===== config.mk =====
export PLATFORM = sky130hd
export DESIGN_NAME = cfg_tap_top
export DESIGN_NICKNAME = d
export VERILOG_FILES = /design/src/rtl/cfg_tap_pkg.sv /design/src/rtl/cfg_tap_fsm.sv /design/src/rtl/cfg_tap_ir.sv /design/src/rtl/cfg_tap_dr.sv /design/src/rtl/cfg_tap_cfg.sv /design/src/rtl/cfg_tap_top.sv
export SDC_FILE = /design/constraint.sdc
export NUM_CORES = 1
export LEC_CHECK = 0
export BUFFER_PORTS_ARGS = -buffer_cell sky130_fd_sc_hd__buf_4
export CORE_ASPECT_RATIO = 1.2
export CORE_UTILIZATION = 45
export DETAILED_ROUTE_END_ITERATION = 7
export PLACE_DENSITY = 0.61
export SETUP_SLACK_MARGIN = 0.2
export SLEW_MARGIN = 30
export SYNTH_ARGS = -nofsm -noshare
export SYNTH_HDL_FRONTEND = slang
export SYNTH_HIERARCHICAL = 1
export SYNTH_SLANG_ARGS = --single-unit

===== constraint.sdc =====
create_clock -name tck -period 6.95 [get_ports tck]
set_clock_uncertainty 0.1 [all_clocks]
set_input_delay 0.3475 -clock tck [delete_from_list [all_inputs] [get_ports tck]]
set_output_delay 0.3475 -clock tck [all_outputs]
set_load 0.01 [all_outputs]

===== src/rtl/cfg_tap_pkg.sv =====
package cfg_tap_pkg;

  typedef enum logic [3:0] {
    TS_TLR    = 4'h0,
    TS_RTI    = 4'h1,
    TS_SEL_DR = 4'h2,
    TS_CAP_DR = 4'h3,
    TS_SHF_DR = 4'h4,
    TS_EX1_DR = 4'h5,
    TS_PAU_DR = 4'h6,
    TS_EX2_DR = 4'h7,
    TS_UPD_DR = 4'h8,
    TS_SEL_IR = 4'h9,
    TS_CAP_IR = 4'hA,
    TS_SHF_IR = 4'hB,
    TS_EX1_IR = 4'hC,
    TS_PAU_IR = 4'hD,
    TS_EX2_IR = 4'hE,
    TS_UPD_IR = 4'hF
  } tap_st_t;

  typedef enum logic [2:0] {
    CF_IDLE = 3'd0,
    CF_LOAD = 3'd1,
    CF_INIT = 3'd2,
    CF_DONE = 3'd3,
    CF_HALT = 3'd4
  } cfg_st_t;

  typedef enum logic [2:0] {
    DS_BYP  = 3'd0,
    DS_ID   = 3'd1,
    DS_SMP  = 3'd2,
    DS_EXT  = 3'd3,
    DS_LOAD = 3'd4
  } dr_sel_t;

endpackage


===== src/rtl/cfg_tap_fsm.sv =====
module cfg_tap_fsm
  import cfg_tap_pkg::*;
(
  input  logic    tck,
  input  logic    rst_n,
  input  logic    tms,
  output tap_st_t state
);

  tap_st_t st_q, st_d;

  always_comb begin
    st_d = st_q;
    case (st_q)
      TS_TLR:    st_d = tms ? TS_TLR    : TS_RTI;
      TS_RTI:    st_d = tms ? TS_SEL_DR : TS_RTI;
      TS_SEL_DR: st_d = tms ? TS_SEL_IR : TS_CAP_DR;
      TS_CAP_DR: st_d = tms ? TS_EX1_DR : TS_SHF_DR;
      TS_SHF_DR: st_d = tms ? TS_EX1_DR : TS_SHF_DR;
      TS_EX1_DR: st_d = tms ? TS_UPD_DR : TS_PAU_DR;
      TS_PAU_DR: st_d = tms ? TS_EX2_DR : TS_PAU_DR;
      TS_EX2_DR: st_d = tms ? TS_UPD_DR : TS_SHF_DR;
      TS_UPD_DR: st_d = tms ? TS_SEL_DR : TS_RTI;
      TS_SEL_IR: st_d = tms ? TS_TLR    : TS_CAP_IR;
      TS_CAP_IR: st_d = tms ? TS_EX1_IR : TS_SHF_IR;
      TS_SHF_IR: st_d = tms ? TS_EX1_IR : TS_SHF_IR;
      TS_EX1_IR: st_d = tms ? TS_UPD_IR : TS_PAU_IR;
      TS_PAU_IR: st_d = tms ? TS_EX2_IR : TS_PAU_IR;
      TS_EX2_IR: st_d = tms ? TS_UPD_IR : TS_SHF_IR;
      TS_UPD_IR: st_d = tms ? TS_SEL_DR : TS_RTI;
      default:   st_d = TS_TLR;
    endcase
  end

  always_ff @(posedge tck or negedge rst_n) begin
    if (!rst_n) st_q <= TS_TLR;
    else        st_q <= st_d;
  end

  assign state = st_q;

endmodule


===== src/rtl/cfg_tap_ir.sv =====
module cfg_tap_ir
  import cfg_tap_pkg::*;
#(
  parameter int             IR_W      = 10,
  parameter logic [IR_W-1:0] OP_BYPASS = '1,
  parameter logic [IR_W-1:0] OP_IDCODE = 10'h006,
  parameter logic [IR_W-1:0] OP_SAMPLE = 10'h005,
  parameter logic [IR_W-1:0] OP_EXTEST = 10'h00F,
  parameter logic [IR_W-1:0] OP_CFGIO  = 10'h00D,
  parameter logic [IR_W-1:0] OP_PULSE  = 10'h002,
  parameter logic [IR_W-1:0] OP_LOAD   = 10'h003
) (
  input  logic    tck,
  input  logic    rst_n,
  input  logic    tdi,
  input  tap_st_t state,
  input  cfg_st_t cfg_st,
  output logic    ir_lsb,
  output dr_sel_t dr_sel,
  output logic    cfgio_hit,
  output logic    restart_hit
);

  localparam logic [IR_W-1:0] IR_CAPTURE = {{(IR_W-1){1'b0}}, 1'b1};

  logic [IR_W-1:0] ir_q, ir_d;
  dr_sel_t         sel_q, sel_d, decoded;
  logic            restricted;
  logic            ir_en, sel_en;

  // configuration running (or not yet started): only the safe set passes
  assign restricted = (cfg_st == CF_IDLE) || (cfg_st == CF_LOAD) ||
                      (cfg_st == CF_INIT);

  always_comb begin
    if (ir_q == OP_BYPASS)      decoded = DS_BYP;
    else if (ir_q == OP_IDCODE) decoded = DS_ID;
    else if (ir_q == OP_SAMPLE) decoded = DS_SMP;
    else if (ir_q == OP_LOAD)   decoded = DS_LOAD;
    else if (ir_q == OP_EXTEST) decoded = restricted ? DS_BYP : DS_EXT;
    else                        decoded = DS_BYP;
  end

  always_comb begin
    ir_en = 1'b0;
    ir_d  = ir_q;
    if (state == TS_CAP_IR) begin
      ir_en = 1'b1;
      ir_d  = IR_CAPTURE;
    end else if (state == TS_SHF_IR) begin
      ir_en = 1'b1;
      ir_d  = {tdi, ir_q[IR_W-1:1]};
    end
  end

  always_comb begin
    sel_en = 1'b0;
    sel_d  = sel_q;
    if (state == TS_TLR) begin
      sel_en = 1'b1;
      sel_d  = DS_ID;
    end else if (state == TS_UPD_IR) begin
      sel_en = 1'b1;
      sel_d  = decoded;
    end
  end

  always_ff @(posedge tck or negedge rst_n) begin
    if (!rst_n)     ir_q <= IR_CAPTURE;
    else if (ir_en) ir_q <= ir_d;
  end

  always_ff @(posedge tck or negedge rst_n) begin
    if (!rst_n)      sel_q <= DS_ID;
    else if (sel_en) sel_q <= sel_d;
  end

  assign ir_lsb      = ir_q[0];
  assign dr_sel      = sel_q;
  assign cfgio_hit   = (state == TS_UPD_IR) && (ir_q == OP_CFGIO);
  assign restart_hit = (state == TS_UPD_IR) && (ir_q == OP_PULSE);

endmodule


===== src/rtl/cfg_tap_dr.sv =====
module cfg_tap_dr
  import cfg_tap_pkg::*;
#(
  parameter int          BSR_W    = 8,
  parameter logic [31:0] ID_VALUE = 32'h1A2B_C0DD
) (
  input  logic             tck,
  input  logic             rst_n,
  input  logic             tdi,
  input  tap_st_t          state,
  input  dr_sel_t          dr_sel,
  input  logic [BSR_W-1:0] pin_in,
  input  logic             ir_lsb,
  output logic             tdo,
  output logic             tdo_en
);

  localparam int          ID_W     = 32;
  localparam logic [31:0] ID_FIXED = {ID_VALUE[ID_W-1:1], 1'b1};

  logic             byp_q, byp_d;
  logic [ID_W-1:0]  id_q, id_d;
  logic [BSR_W-1:0] bsr_q, bsr_d;
  logic             dr_en;
  logic             tdo_d, tdo_q, en_q, shifting;

  assign dr_en = (state == TS_CAP_DR) || (state == TS_SHF_DR);

  always_comb begin
    byp_d = byp_q;
    id_d  = id_q;
    bsr_d = bsr_q;
    if (state == TS_CAP_DR) begin
      case (dr_sel)
        DS_ID:          id_d  = ID_FIXED;
        DS_SMP, DS_EXT: bsr_d = pin_in;
        default:        byp_d = 1'b0;
      endcase
    end else if (state == TS_SHF_DR) begin
      case (dr_sel)
        DS_ID:          id_d  = {tdi, id_q[ID_W-1:1]};
        DS_SMP, DS_EXT: bsr_d = {tdi, bsr_q[BSR_W-1:1]};
        default:        byp_d = tdi;
      endcase
    end
  end

  always_ff @(posedge tck or negedge rst_n) begin
    if (!rst_n) begin
      byp_q <= 1'b0;
      id_q  <= '0;
      bsr_q <= '0;
    end else if (dr_en) begin
      byp_q <= byp_d;
      id_q  <= id_d;
      bsr_q <= bsr_d;
    end
  end

  assign shifting = (state == TS_SHF_DR) || (state == TS_SHF_IR);

  always_comb begin
    if (state == TS_SHF_IR) tdo_d = ir_lsb;
    else begin
      case (dr_sel)
        DS_ID:          tdo_d = id_q[0];
        DS_SMP, DS_EXT: tdo_d = bsr_q[0];
        default:        tdo_d = byp_q;
      endcase
    end
  end

  // output stage on the falling edge
  always_ff @(negedge tck or negedge rst_n) begin
    if (!rst_n) begin
      tdo_q <= 1'b0;
      en_q  <= 1'b0;
    end else begin
      en_q <= shifting;
      if (shifting) tdo_q <= tdo_d;
    end
  end

  assign tdo    = tdo_q;
  assign tdo_en = en_q;

endmodule


===== src/rtl/cfg_tap_cfg.sv =====
module cfg_tap_cfg
  import cfg_tap_pkg::*;
#(
  parameter int BITS        = 64,
  parameter int INIT_CYCLES = 1094
) (
  input  logic    tck,
  input  logic    rst_n,
  input  logic    data_bit,
  input  logic    cfgio_hit,
  input  logic    restart_hit,
  input  logic    reconfig_n,
  output cfg_st_t cfg_st,
  output logic    in_init
);

  localparam int BW = $clog2(BITS + 1);
  localparam int IW = $clog2(INIT_CYCLES + 1);
  localparam logic [BW-1:0] BIT_LAST  = BW'(BITS - 1);
  localparam logic [IW-1:0] INIT_LAST = IW'(INIT_CYCLES - 1);

  cfg_st_t       st_q, st_d;
  logic [BW-1:0] bc_q, bc_d;
  logic [IW-1:0] ic_q, ic_d;

  always_comb begin
    st_d = st_q;
    bc_d = bc_q;
    ic_d = ic_q;
    if (!reconfig_n || restart_hit) begin
      st_d = CF_IDLE;
      bc_d = '0;
      ic_d = '0;
    end else if (cfgio_hit) begin
      st_d = CF_HALT;
      bc_d = '0;
      ic_d = '0;
    end else begin
      case (st_q)
        CF_IDLE, CF_LOAD: begin
          if (data_bit) begin
            if (bc_q == BIT_LAST) begin
              st_d = CF_INIT;
              bc_d = '0;
            end else begin
              st_d = CF_LOAD;
              bc_d = bc_q + BW'(1);
            end
          end
        end
        CF_INIT: begin
          if (ic_q == INIT_LAST) begin
            st_d = CF_DONE;
            ic_d = '0;
          end else begin
            ic_d = ic_q + IW'(1);
          end
        end
        default: ;
      endcase
    end
  end

  always_ff @(posedge tck or negedge rst_n) begin
    if (!rst_n) begin
      st_q <= CF_IDLE;
      bc_q <= '0;
      ic_q <= '0;
    end else begin
      st_q <= st_d;
      bc_q <= bc_d;
      ic_q <= ic_d;
    end
  end

  assign cfg_st  = st_q;
  assign in_init = (st_q == CF_INIT);

endmodule


===== src/rtl/cfg_tap_top.sv =====
module cfg_tap_top
  import cfg_tap_pkg::*;
#(
  parameter int              IR_W        = 10,
  parameter logic [IR_W-1:0] OP_BYPASS   = '1,
  parameter logic [IR_W-1:0] OP_IDCODE   = 10'h006,
  parameter logic [IR_W-1:0] OP_SAMPLE   = 10'h005,
  parameter logic [IR_W-1:0] OP_EXTEST   = 10'h00F,
  parameter logic [IR_W-1:0] OP_CFGIO    = 10'h00D,
  parameter logic [IR_W-1:0] OP_PULSE    = 10'h002,
  parameter logic [IR_W-1:0] OP_LOAD     = 10'h003,
  parameter logic [31:0]     ID_VALUE    = 32'h1A2B_C0DD,
  parameter int              BSR_W       = 8,
  parameter int              BITS        = 64,
  parameter int              INIT_CYCLES = 1094
) (
  input  logic             tck,
  input  logic             trst_n,
  input  logic             tms,
  input  logic             tdi,
  output logic             tdo,
  output logic             tdo_en,
  input  logic             reconfig_n,
  input  logic             chip_clr_n,
  input  logic             chip_oe,
  input  logic [BSR_W-1:0] pin_in,
  output logic             conf_done,
  output logic             io_jtag,
  output logic             user_io_oe,
  output logic             user_rst_n
);

  logic [1:0] rsync_q;
  logic       rst_n;
  tap_st_t    tap_st;
  cfg_st_t    cfg_st;
  dr_sel_t    dr_sel;
  logic       ir_lsb, cfgio_hit, restart_hit, in_init, load_bit;

  // asynchronous assertion, release aligned to TCK
  always_ff @(posedge tck or negedge trst_n) begin
    if (!trst_n) rsync_q <= 2'b00;
    else         rsync_q <= {rsync_q[0], 1'b1};
  end
  assign rst_n = rsync_q[1];

  cfg_tap_fsm u_fsm (
    .tck   (tck),
    .rst_n (rst_n),
    .tms   (tms),
    .state (tap_st)
  );

  cfg_tap_ir #(
    .IR_W      (IR_W),
    .OP_BYPASS (OP_BYPASS),
    .OP_IDCODE (OP_IDCODE),
    .OP_SAMPLE (OP_SAMPLE),
    .OP_EXTEST (OP_EXTEST),
    .OP_CFGIO  (OP_CFGIO),
    .OP_PULSE  (OP_PULSE),
    .OP_LOAD   (OP_LOAD)
  ) u_ir (
    .tck         (tck),
    .rst_n       (rst_n),
    .tdi         (tdi),
    .state       (tap_st),
    .cfg_st      (cfg_st),
    .ir_lsb      (ir_lsb),
    .dr_sel      (dr_sel),
    .cfgio_hit   (cfgio_hit),
    .restart_hit (restart_hit)
  );

  cfg_tap_dr #(
    .BSR_W    (BSR_W),
    .ID_VALUE (ID_VALUE)
  ) u_dr (
    .tck    (tck),
    .rst_n  (rst_n),
    .tdi    (tdi),
    .state  (tap_st),
    .dr_sel (dr_sel),
    .pin_in (pin_in),
    .ir_lsb (ir_lsb),
    .tdo    (tdo),
    .tdo_en (tdo_en)
  );

  assign load_bit = (tap_st == TS_SHF_DR) && (dr_sel == DS_LOAD);

  cfg_tap_cfg #(
    .BITS        (BITS),
    .INIT_CYCLES (INIT_CYCLES)
  ) u_cfg (
    .tck         (tck),
    .rst_n       (rst_n),
    .data_bit    (load_bit),
    .cfgio_hit   (cfgio_hit),
    .restart_hit (restart_hit),
    .reconfig_n  (reconfig_n),
    .cfg_st      (cfg_st),
    .in_init     (in_init)
  );

  assign conf_done  = (cfg_st == CF_DONE);
  assign io_jtag    = (cfg_st == CF_HALT);
  assign user_io_oe = chip_oe & conf_done & ~io_jtag;
  assign user_rst_n = chip_clr_n & conf_done;

endmodule


======== Word-level counts from Yosys, hierarchy flattened ========
Index checks and enable logic that the tools add are counted.
storage, ports and cells
  bits of input ports ..................... 15
  register bits after elaboration ......... 83
  logic and storage cells ................. 141
  output and inout port bits .............. 6
operators by class
  bitwise logic cells ..................... 4
  equality and inequality tests ........... 36
  muxes and demuxes ....................... 56
  reduce and logical (&&, ||, !) cells .... 31
  add/sub/neg operators ................... 2
operator list
  kind                   number
  $mux 32                4
  $pmux 4 s12            1
  $mux 11                4
  $mux 3                 13
  $mux 7                 5
  $eq 4x4->1 const B     8
  $mux 8                 4
  $eq 10x2->1 const B    2
  $eq 10x3->1 const B    2
  $eq 10x4->1 const B    2
  $mux 10                2
  $eq 4x3->1 const B     4
  $mux 4                 4
  $eq 3x2->1 const B     4
  $mux 1                 12
  $add 11x1->11 const B  1
  $eq 11x11->1 const B   1
  $eq 10x10->1 const B   1
  $mux 2                 5
  $reduce_and 3->1       3
  $reduce_bool 3->1      3
  $eq 4x2->1 const B     2
  $reduce_or 2->1        4
  $add 7x1->7 const B    1
  21 further kinds       37

======== Logic depth before layout (Yosys ltp) ========
Gate-level depths: netlist of run 1.
  depth in word-level cells ............... 11
  mapped depth ............................ 9
  gate-level depth less buffers ........... 8

======== Hierarchy ========
The synthesis of run 1 kept the hierarchy.
by module, submodules not included
  module       times used  area each (sq um)  sequential area each (sq um)  cells each
  cfg_tap_dr   1           1989.4             1076.0                        165
  cfg_tap_cfg  1           1181.1             525.5                         117
  cfg_tap_ir   1           674.4              327.8                         79
  cfg_tap_fsm  1           314.1              100.1                         37
  cfg_tap_top  1           106.4              50.0                          9

==> results of run 1 <==
==> worst max path at each step <==
stage | to | start | slack (ps) | cells past startpoint
after CTS | u_dr/tdo | u_fsm/state[0] | 1480 | 2
after global placement | u_dr/tdo | u_fsm/state[0] | 1550 | 2
after floorplan | u_dr/tdo | rsync_q[1] | 1010 | 0
after detailed placement | u_dr/tdo | u_fsm/state[0] | 1510 | 2
final | u_dr/tdo | u_fsm/state[0] | 1490 | 2
after global routing | u_dr/tdo | u_fsm/state[0] | 1400 | 2
==> flip-flops by register name, indices dropped and copies added (netlist names), 2 cells and up <==
signal and count:
u_dr/id_q 32, u_cfg/ic_q 11, u_ir/ir_q 10, u_dr/bsr_q 8
u_cfg/bc_q 7, u_fsm/state 4, u_cfg/cfg_st 3, u_ir/dr_sel 3
rsync_q 2
==> per-stage QoR <==
stage	setup WS (ps)	utilization	total power [µW]	instances	area, µm²
detailed placement	1510	0.493	1260	532	4500
CTS	1480	0.518	1650	549	4730
global route	1400	0.519	1750	549	4740
global placement	1550	0.493	1240	532	4500
floorplan	1010	-	1160	407	4270
finish	1490	0.519	1630	549	4740
==> kinds of logic after synthesis <==
logic type | Yosys count | share of synthesized area
adders and majority gates | 3 | 0.00880
other | 1 | 0.000879
and+or+nand+nor | 160 | 0.200
muxes | 49 | 0.125
xor gates and xnor gates | 11 | 0.0226
DFF | 83 | 0.488
AOI/OAI and AO/OA | 58 | 0.109
buffers and inverters | 42 | 0.0458
==> placed cells by master (no fill, tap or decap), types with 3 or more instances in the layout <==
| cell type | count |
|---|---|
| mux2i_1 | 16 |
| nor3_1 | 5 |
| nor2_1 | 40 |
| and2_1 | 4 |
| nand3b_1 | 3 |
| xor2_1 | 4 |
| o21ai_0 | 14 |
| or3b_1 | 3 |
| inv_1 | 23 |
| dfrtp_1 | 78 |
| nand3_1 | 9 |
| nand2_1 | 51 |
| a2111oi_4 | 4 |
| o21a_1 | 3 |
| a211oi_1 | 5 |
| buf_4 | 23 |
| nor4b_1 | 3 |
| a21oi_1 | 12 |
| mux2_1 | 10 |
| nand4_1 | 9 |
| ha_1 | 3 |
| o21ai_1 | 3 |
| clkbuf_8 | 10 |
| mux2_2 | 23 |
| xnor2_1 | 7 |
| nor3b_1 | 5 |
==> power groups by stage <==
stage                     clock network [µW]  logic [µW]  registers [µW]
final                                    381         491             754
after global routing                     415         556             783
after floorplan                            0         446             715
after global placement                     0         480             756
after detailed placement                   0         494             763
after CTS                                398         498             753
==> layout make-up <==
| cell class | count | share of cell area |
|---|---|---|
| clock buffers | 12 | 0.0306 |
| clock inverters | 4 | 0.0156 |
| inverters | 24 | 0.0190 |
| multi-input cells | 282 | 0.425 |
| flip-flops and latches | 83 | 0.440 |
| well taps | 120 | 0.0317 |
| repair buffers | 24 | 0.0386 |
==> routing by layer <==
layer | routed length, µm | vias up | global-route usage
met5 | 0 | - | 0
met4 | 194 | 0 | 0.103
met3 | 185 | 12 | 0.0300
met2 | 3400 | 38 | 0.274
met1 | 3710 | 1409 | 0.224
li1 | - | 1443 | -
==> what timing repair did <==
item | in CTS | in global routing
setup buffers | 0 | 0
hold buffers | 1 | 0
hold endpoints to repair | 2 | 0
==> metrics.cfg, run 1 <==
[outcome]
status=finished, final reports clean

[worst_setup_path]
slowest_delay_ps=780
endpoint_kind=register
r2r_cells=2
critPathRequiredTime_ps=3560
slowest_stage=or4b_1
crit_path_cell_trace=or4b_1, o221a_2
r2r_slack_ps=1490
start_kind=register
cp_max_fo=26
crit_buf_inv=0
worstPathArrival_ps=2080
crit_family=simple AND/OR/NAND/NOR gates
regToRegStartpoint=u_fsm/state[0]
rr_endpoint=u_dr/tdo
crit_type=register to register

[synth]
synth_edf_count=0
synth_area_leaders=dfrtp_1, mux2_2, nand2_1, mux2i_1, nor2_1
synth_flop_cell=dfrtp_1
yosysTopAreaCellShare=0.463
yosysTopAreaCell=dfrtp_1
async_reset_ff_frac=1.00
yosys_register_bits=83
syn_area_um2=4270
yosysWarnings=6
ys_types=68
synth.most_common_cell=dfrtp_1
synth.avg_cell_area_um2=10.5
syn_nets=425
synth_commonest_cells=dfrtp_1, nand2_1, nor2_1, inv_1, mux2_2
synth-seq-area-share=0.488
synthCells=407

[finish]
multi_input_area_um2=2010
fin_nets=442
register_area_um2=2080
area_growth_pct=11.0
fillers=852
diodes=0
drive_above_1_share=0.191

[pwr]
p_clk_frac=0.234
power.share.sequential=0.464
power_density_nw_per_um2=343
combPwrFrac=0.302
p_sw_frac=0.327
leakage_uw=0.00207
p_sw_uw=532
p_int_uw=1090
peakVddDrop_uv=148

[timing]
worst_pin_slew_ps=964
final.setup.tns_ps=0
hold_viol=0
whs_ps=143
maxSlewViolCount=0
finalSetupViolCount=0
slew_headroom=0.355
rsz0062_at_grt=no

[floorplan]
core_area_um2=9130
start_util=0.467
core.rowCount=38
die-width_um=90.9
die_h_um=109
num_io_pins=21
die_area_um2=9870

[global_routing]
antenna_found_initial=0
track_usage=0.173
grt_overflow=0
grt_max_degree=42
grt_pass1_wl_um=13400
grt_pass1_vias=2847

[drt]
viasPerCell=5.29
drt_iter0_markers=130
vias=2902
drc=0
totalWireLength_um=7500
first_pass_iters=4
detail_route.wl_per_cell_um=13.7
postRouteAntennaNets=0

[min_path]
holdCritStartpoint=tms
hold_end=u_fsm/state[0]
hold_path_class=input pin to register
whs_path_depth=2

[clocking]
clock_latency_ps=350
cts_max_level=3
numCtsBuffers=9
path_clk_slew_ps=80
cts_resized=0
tritoncts=built
clockRootBuffer=clkbuf_8
cts_buffer_depth=2
cts.sinks=83

[placed_design]
gp_congestion=0.817
port_buffers=20
dp_hpwl_um=4940

[flow_run]
drv_cap=0

Power figures use the tool's default switching activity.
==> run 2, diff against run 1 <==
==> constraint.sdc (replaced) <==
create_clock -name tck -period 5.5 [get_ports tck]
set_clock_uncertainty 0.1 [all_clocks]
set_input_delay 0.275 -clock tck [delete_from_list [all_inputs] [get_ports tck]]
set_output_delay 0.275 -clock tck [all_outputs]
set_load 0.01 [all_outputs]
==> run 2 against run 1 <==
Register-to-register slack got worse by 630 ps. Worst hold slack got worse by 85 ps. First-iteration DRC count fell by 63%. Highest routed layer unchanged. Combinational power rose by 43%.
==> metrics.cfg, run 2 (synthesized netlist as in run 1, its figures left out) <==
[outcome]
status=finished, final reports clean

[clocking]
clockRootBuffer=clkbuf_8
numCtsBuffers=9  ; unchanged
cts_setup_buffers=0  ; unchanged
cts_buffer_depth=2  ; unchanged
holdBufCountCts=1  ; unchanged
path_clk_slew_ps=80  ; about the same
cts_max_level=3  ; unchanged
cts_resized=0  ; unchanged
clock_latency_ps=350  ; about the same
tritoncts=built
cts.sinks=83  ; unchanged

[pwr]
power_density_nw_per_um2=432  ; +26%
peakVddDrop_uv=152  ; +2.8%
finalPower_uw=2050  ; +26%
leakage_uw=0.00208  ; +0.32%

[floorplan]
core.rowCount=38  ; unchanged
num_io_pins=21  ; unchanged
die_area_um2=9870  ; unchanged
start_util=0.467  ; unchanged
core_area_um2=9130  ; unchanged
die-width_um=90.9  ; unchanged
die_h_um=109  ; unchanged

[drt]
drc=0  ; unchanged
postRouteAntennaNets=0  ; unchanged
first_pass_iters=4  ; unchanged
viasPerCell=5.40  ; +2.1%
detail_route.wl_per_cell_um=14.0  ; +2.6%
drt_iter0_markers=48  ; -63%
totalWireLength_um=7750  ; +3.4%
vias=2984  ; +2.8%

[global_routing]
antenna_found_initial=0  ; unchanged
grt_overflow=0  ; unchanged
grt_pass1_wl_um=13500  ; +0.82%
grt_pass1_vias=2958  ; +3.9%
grt_max_degree=45  ; +7.1%
track_usage=0.172  ; -0.000677

[finish]
register_area_um2=2080  ; unchanged
final_common_cell=dfrtp_1
reg_top3=u_dr/id_q (32), u_cfg/ic_q (11), u_ir/ir_q (10)
fillers=842  ; -1.2%
top_register=u_dr/id_q
layout_common_cells=dfrtp_1, nand2_1, nor2_1
finalNonFillerCells=553  ; +0.73%
drive_above_1_share=0.199  ; +0.00747
multi_input_area_um2=2010  ; about the same
diodes=0  ; unchanged
fin_nets=446  ; +0.90%
area_growth_pct=11.4
largest_register_ffs=32  ; unchanged

[flow_run]
drv_cap=0  ; unchanged

[timing]
slew_headroom=0.544  ; +0.189
worst_pin_slew_ps=683  ; -280 ps
fin_ws_ps=860  ; -626 ps
whs_ps=57.6  ; -85.1 ps
finalSetupViolCount=0  ; unchanged
hold_viol=0  ; unchanged
rsz0062_at_grt=no
maxSlewViolCount=0  ; unchanged
final.setup.tns_ps=0  ; unchanged

[worst_setup_path]
critPathRequiredTime_ps=2830  ; -730 ps
start_kind=register
cp_max_fo=20  ; -23%
endpoint_kind=register
worstPathArrival_ps=1970  ; -110 ps
crit_path_cell_trace=or4b_1, o221a_2
slowest_delay_ps=720  ; -60 ps
slowest_stage=dfrtp_1
crit_type=register to register

[min_path]
hold_path_class=input pin to register

[placed_design]
port_buffers=20  ; unchanged
placed_cells=536  ; +0.75%
place_ws_ps=872  ; -643 ps
gp_congestion=0.827  ; +1.2%
dp_hpwl_um=5140  ; +4.0%

run 2: layout make-up:
class	instances	area share
inverters	24	0.0190
flip-flops and latches	83	0.438
well taps	120	0.0316
clock buffers	12	0.0326
clock inverters	4	0.0105
multi-input cells	282	0.423
repair buffers	28	0.0447
run 2: final timing paths:
path / end / from / slack, ps / cells after the start
worst max-delay path: u_dr/tdo / u_fsm/state[2] / 860 / 2
worst min-delay path: u_fsm/state[0] / tms / 60 / 2
worst max register to register: u_dr/tdo / u_fsm/state[2] / 860 / 2
worst min register to register: u_dr/id_q[16] / rsync_q[1] / 190 / 0
max in group asynchronous: u_dr/tdo_en / rsync_q[1] / 2070 / 0
min in group asynchronous: rsync_q[1] / trst_n / 130 / 2
run 2: layer usage:
metal	part of all wire	track usage
met1	0.48	0.214
met2	0.49	0.299
met3	0.021	0.0272
met4	0.017	0.0748
met5	0	0
run 2: worst max-delay path: cells and delay by family, from the launching register on:
kind	cells	cell delay, ps
AOI/OAI and AO/OA	1	280
DFF	1	720
and+or+nand+nor	1	630
run 2: metrics by stage:
stage / cell area [µm²] / utilization
CTS: 4750 / 0.520
floorplan: 4270 / -
finish: 4750 / 0.521
detailed placement: 4530 / 0.496
global placement: 4530 / 0.496
global route: 4750 / 0.521
run 2: power breakdown:
part / internal [µW] / total, µW / switching [µW]
combinational: 340 / 704 / 364
sequential: 789 / 898 / 109
clock: 234 / 450 / 215
==> run 3, diff against run 2 <==
==> constraint.sdc (replaced) <==
create_clock -name tck -period 4.75 [get_ports tck]
set_clock_uncertainty 0.1 [all_clocks]
set_input_delay 0.2375 -clock tck [delete_from_list [all_inputs] [get_ports tck]]
set_output_delay 0.2375 -clock tck [all_outputs]
set_load 0.01 [all_outputs]
==> run 3 against run 2 <==
Global-route usage increased by 0.28 points. Final area stayed put. Setup slack worse by 81 ps. Power grew 15%.
==> metrics.cfg, run 3 (synthesized netlist as in run 1, its figures left out) <==
[min_path]
hold_path_class=input pin to register
holdCritStartpoint=tms
hold_end=u_fsm/state[0]
whs_path_depth=2  ; unchanged

[worst_setup_path]
rr_endpoint=u_dr/tdo
cp_max_fo=5  ; -75%
endpoint_kind=register
critPathRequiredTime_ps=2460  ; -370 ps
crit_family=simple AND/OR/NAND/NOR gates
regToRegStartpoint=u_fsm/state[0]
r2r_cells=2  ; unchanged
slowest_delay_ps=660  ; -60 ps
r2r_slack_ps=780  ; -80 ps
worstPathArrival_ps=1680  ; -290 ps
start_kind=register
slowest_stage=or4b_1
crit_buf_inv=0  ; unchanged
crit_path_cell_trace=or4b_1, o221a_2
crit_type=register to register

[floorplan]
die_area_um2=9870  ; unchanged
die-width_um=90.9  ; unchanged
num_io_pins=21  ; unchanged
core_area_um2=9130  ; unchanged
start_util=0.467  ; unchanged
die_h_um=109  ; unchanged
core.rowCount=38  ; unchanged

[finish]
reg_top3=u_dr/id_q (32), u_cfg/ic_q (11), u_ir/ir_q (10)
area_growth_pct=11.4  ; unchanged
final_common_cell=dfrtp_1
top_register=u_dr/id_q
diodes=0  ; unchanged
fin_nets=447  ; +0.22%
design_area_um2=4750  ; unchanged
largest_register_ffs=32  ; unchanged
drive_above_1_share=0.200  ; +0.00185
layout_common_cells=dfrtp_1, nand2_1, nor2_1

[clocking]
clock_latency_ps=350  ; about the same
clockRootBuffer=clkbuf_8
numCtsBuffers=9  ; unchanged
cts.sinks=83  ; unchanged
cts_buffer_depth=2  ; unchanged
cts_setup_buffers=0  ; unchanged
tritoncts=built
cts_max_level=3  ; unchanged
path_clk_slew_ps=90  ; about the same

[placed_design]
postPlaceCellArea_um2=4540  ; +0.17%
dp_hpwl_um=5090  ; -1.0%
port_buffers=20  ; unchanged
place_ws_ps=808  ; -64.1 ps
gp_congestion=0.841  ; +1.7%

[global_routing]
grt_overflow=0  ; unchanged
antenna_found_initial=0  ; unchanged
track_usage=0.175  ; +0.00282
grt_max_degree=72  ; +60%
grt_pass1_wl_um=13700  ; +1.7%
grt_pass1_vias=2948  ; -0.34%

[outcome]
status=finished, final reports clean

[timing]
whs_ps=21.6  ; -36.0 ps
finalSetupViolCount=0  ; unchanged
fin_ws_ps=779  ; -81.1 ps
final.setup.tns_ps=0  ; unchanged
rsz0062_at_grt=no
worst_pin_slew_ps=672  ; -11.2 ps
slew_headroom=0.551  ; +0.00744
hold_viol=0  ; unchanged
maxSlewViolCount=0  ; unchanged

[pwr]
finalPower_uw=2370  ; +15%
peakVddDrop_uv=242  ; +59%
power_density_nw_per_um2=498  ; +15%
leakage_uw=0.00209  ; +0.31%

[drt]
totalWireLength_um=7740  ; about the same
drt_iter0_markers=77  ; +60%
first_pass_iters=4  ; unchanged
viasPerCell=5.36  ; -0.72%
vias=2968  ; -0.54%
dr_wl_met3_um=255  ; +57%
drc=0  ; unchanged
top_layer_used=met4
met2_wirelength_um=3700  ; -2.0%
postRouteAntennaNets=0  ; unchanged
detail_route.wl_per_cell_um=14.0  ; -0.24%
drt-met1-wl_um=3660  ; -0.62%

[flow_run]
drv_cap=0  ; unchanged

run 3: worst register-to-register path: stages, from the launching register on:
cell and delay [ps]:
dfrtp_1 390, or4b_1 660, o221a_2 280
run 3: final cells by class:
cell class	instances	area [µm²]
tap	120	150
multi-input combinational	282	2010
fill	855	4380
sequential	83	2080
clock inverter	5	52.6
timing repair buffer	29	224
clock buffer	11	141
inverter	24	90.1
run 3: worst max path at each step:
stage               slack (ps)        to            from  cells past startpoint
finish                     780  u_dr/tdo  u_fsm/state[0]                      2
global route               740  u_dr/tdo  u_fsm/state[0]                      2
CTS                        770  u_dr/tdo  u_fsm/state[0]                      2
global placement           830  u_dr/tdo  u_fsm/state[0]                      2
floorplan                  720  u_dr/tdo  u_fsm/state[0]                      3
detailed placement         810  u_dr/tdo  u_fsm/state[0]                      2
run 3: what timing repair did:
| item | 4_1_cts | 5_1_grt |
|---|---|---|
| hold endpoints to repair | 2 | 0 |
| hold buffers | 1 | 0 |
| resized for setup | 0 | 0 |
run 3: metal layers:
metal / vias up / track usage
met5: - / 0
met4: 0 / 0.0805
met3: 10 / 0.0321
met2: 52 / 0.291
met1: 1445 / 0.224
li1: 1461 / -
run 3: power breakdown:
group	internal [µW]	switching (µW)	total (µW)
combinational	399	448	848
clock	255	250	505
sequential	914	101	1010
run 3: through the flow:
| step | util | std cells |
|---|---|---|
| floorplan | - | 407 |
| global placement | 0.497 | 537 |
| detailed placement | 0.497 | 537 |
| CTS | 0.520 | 554 |
| global route | 0.521 | 554 |
| finish | 0.521 | 554 |
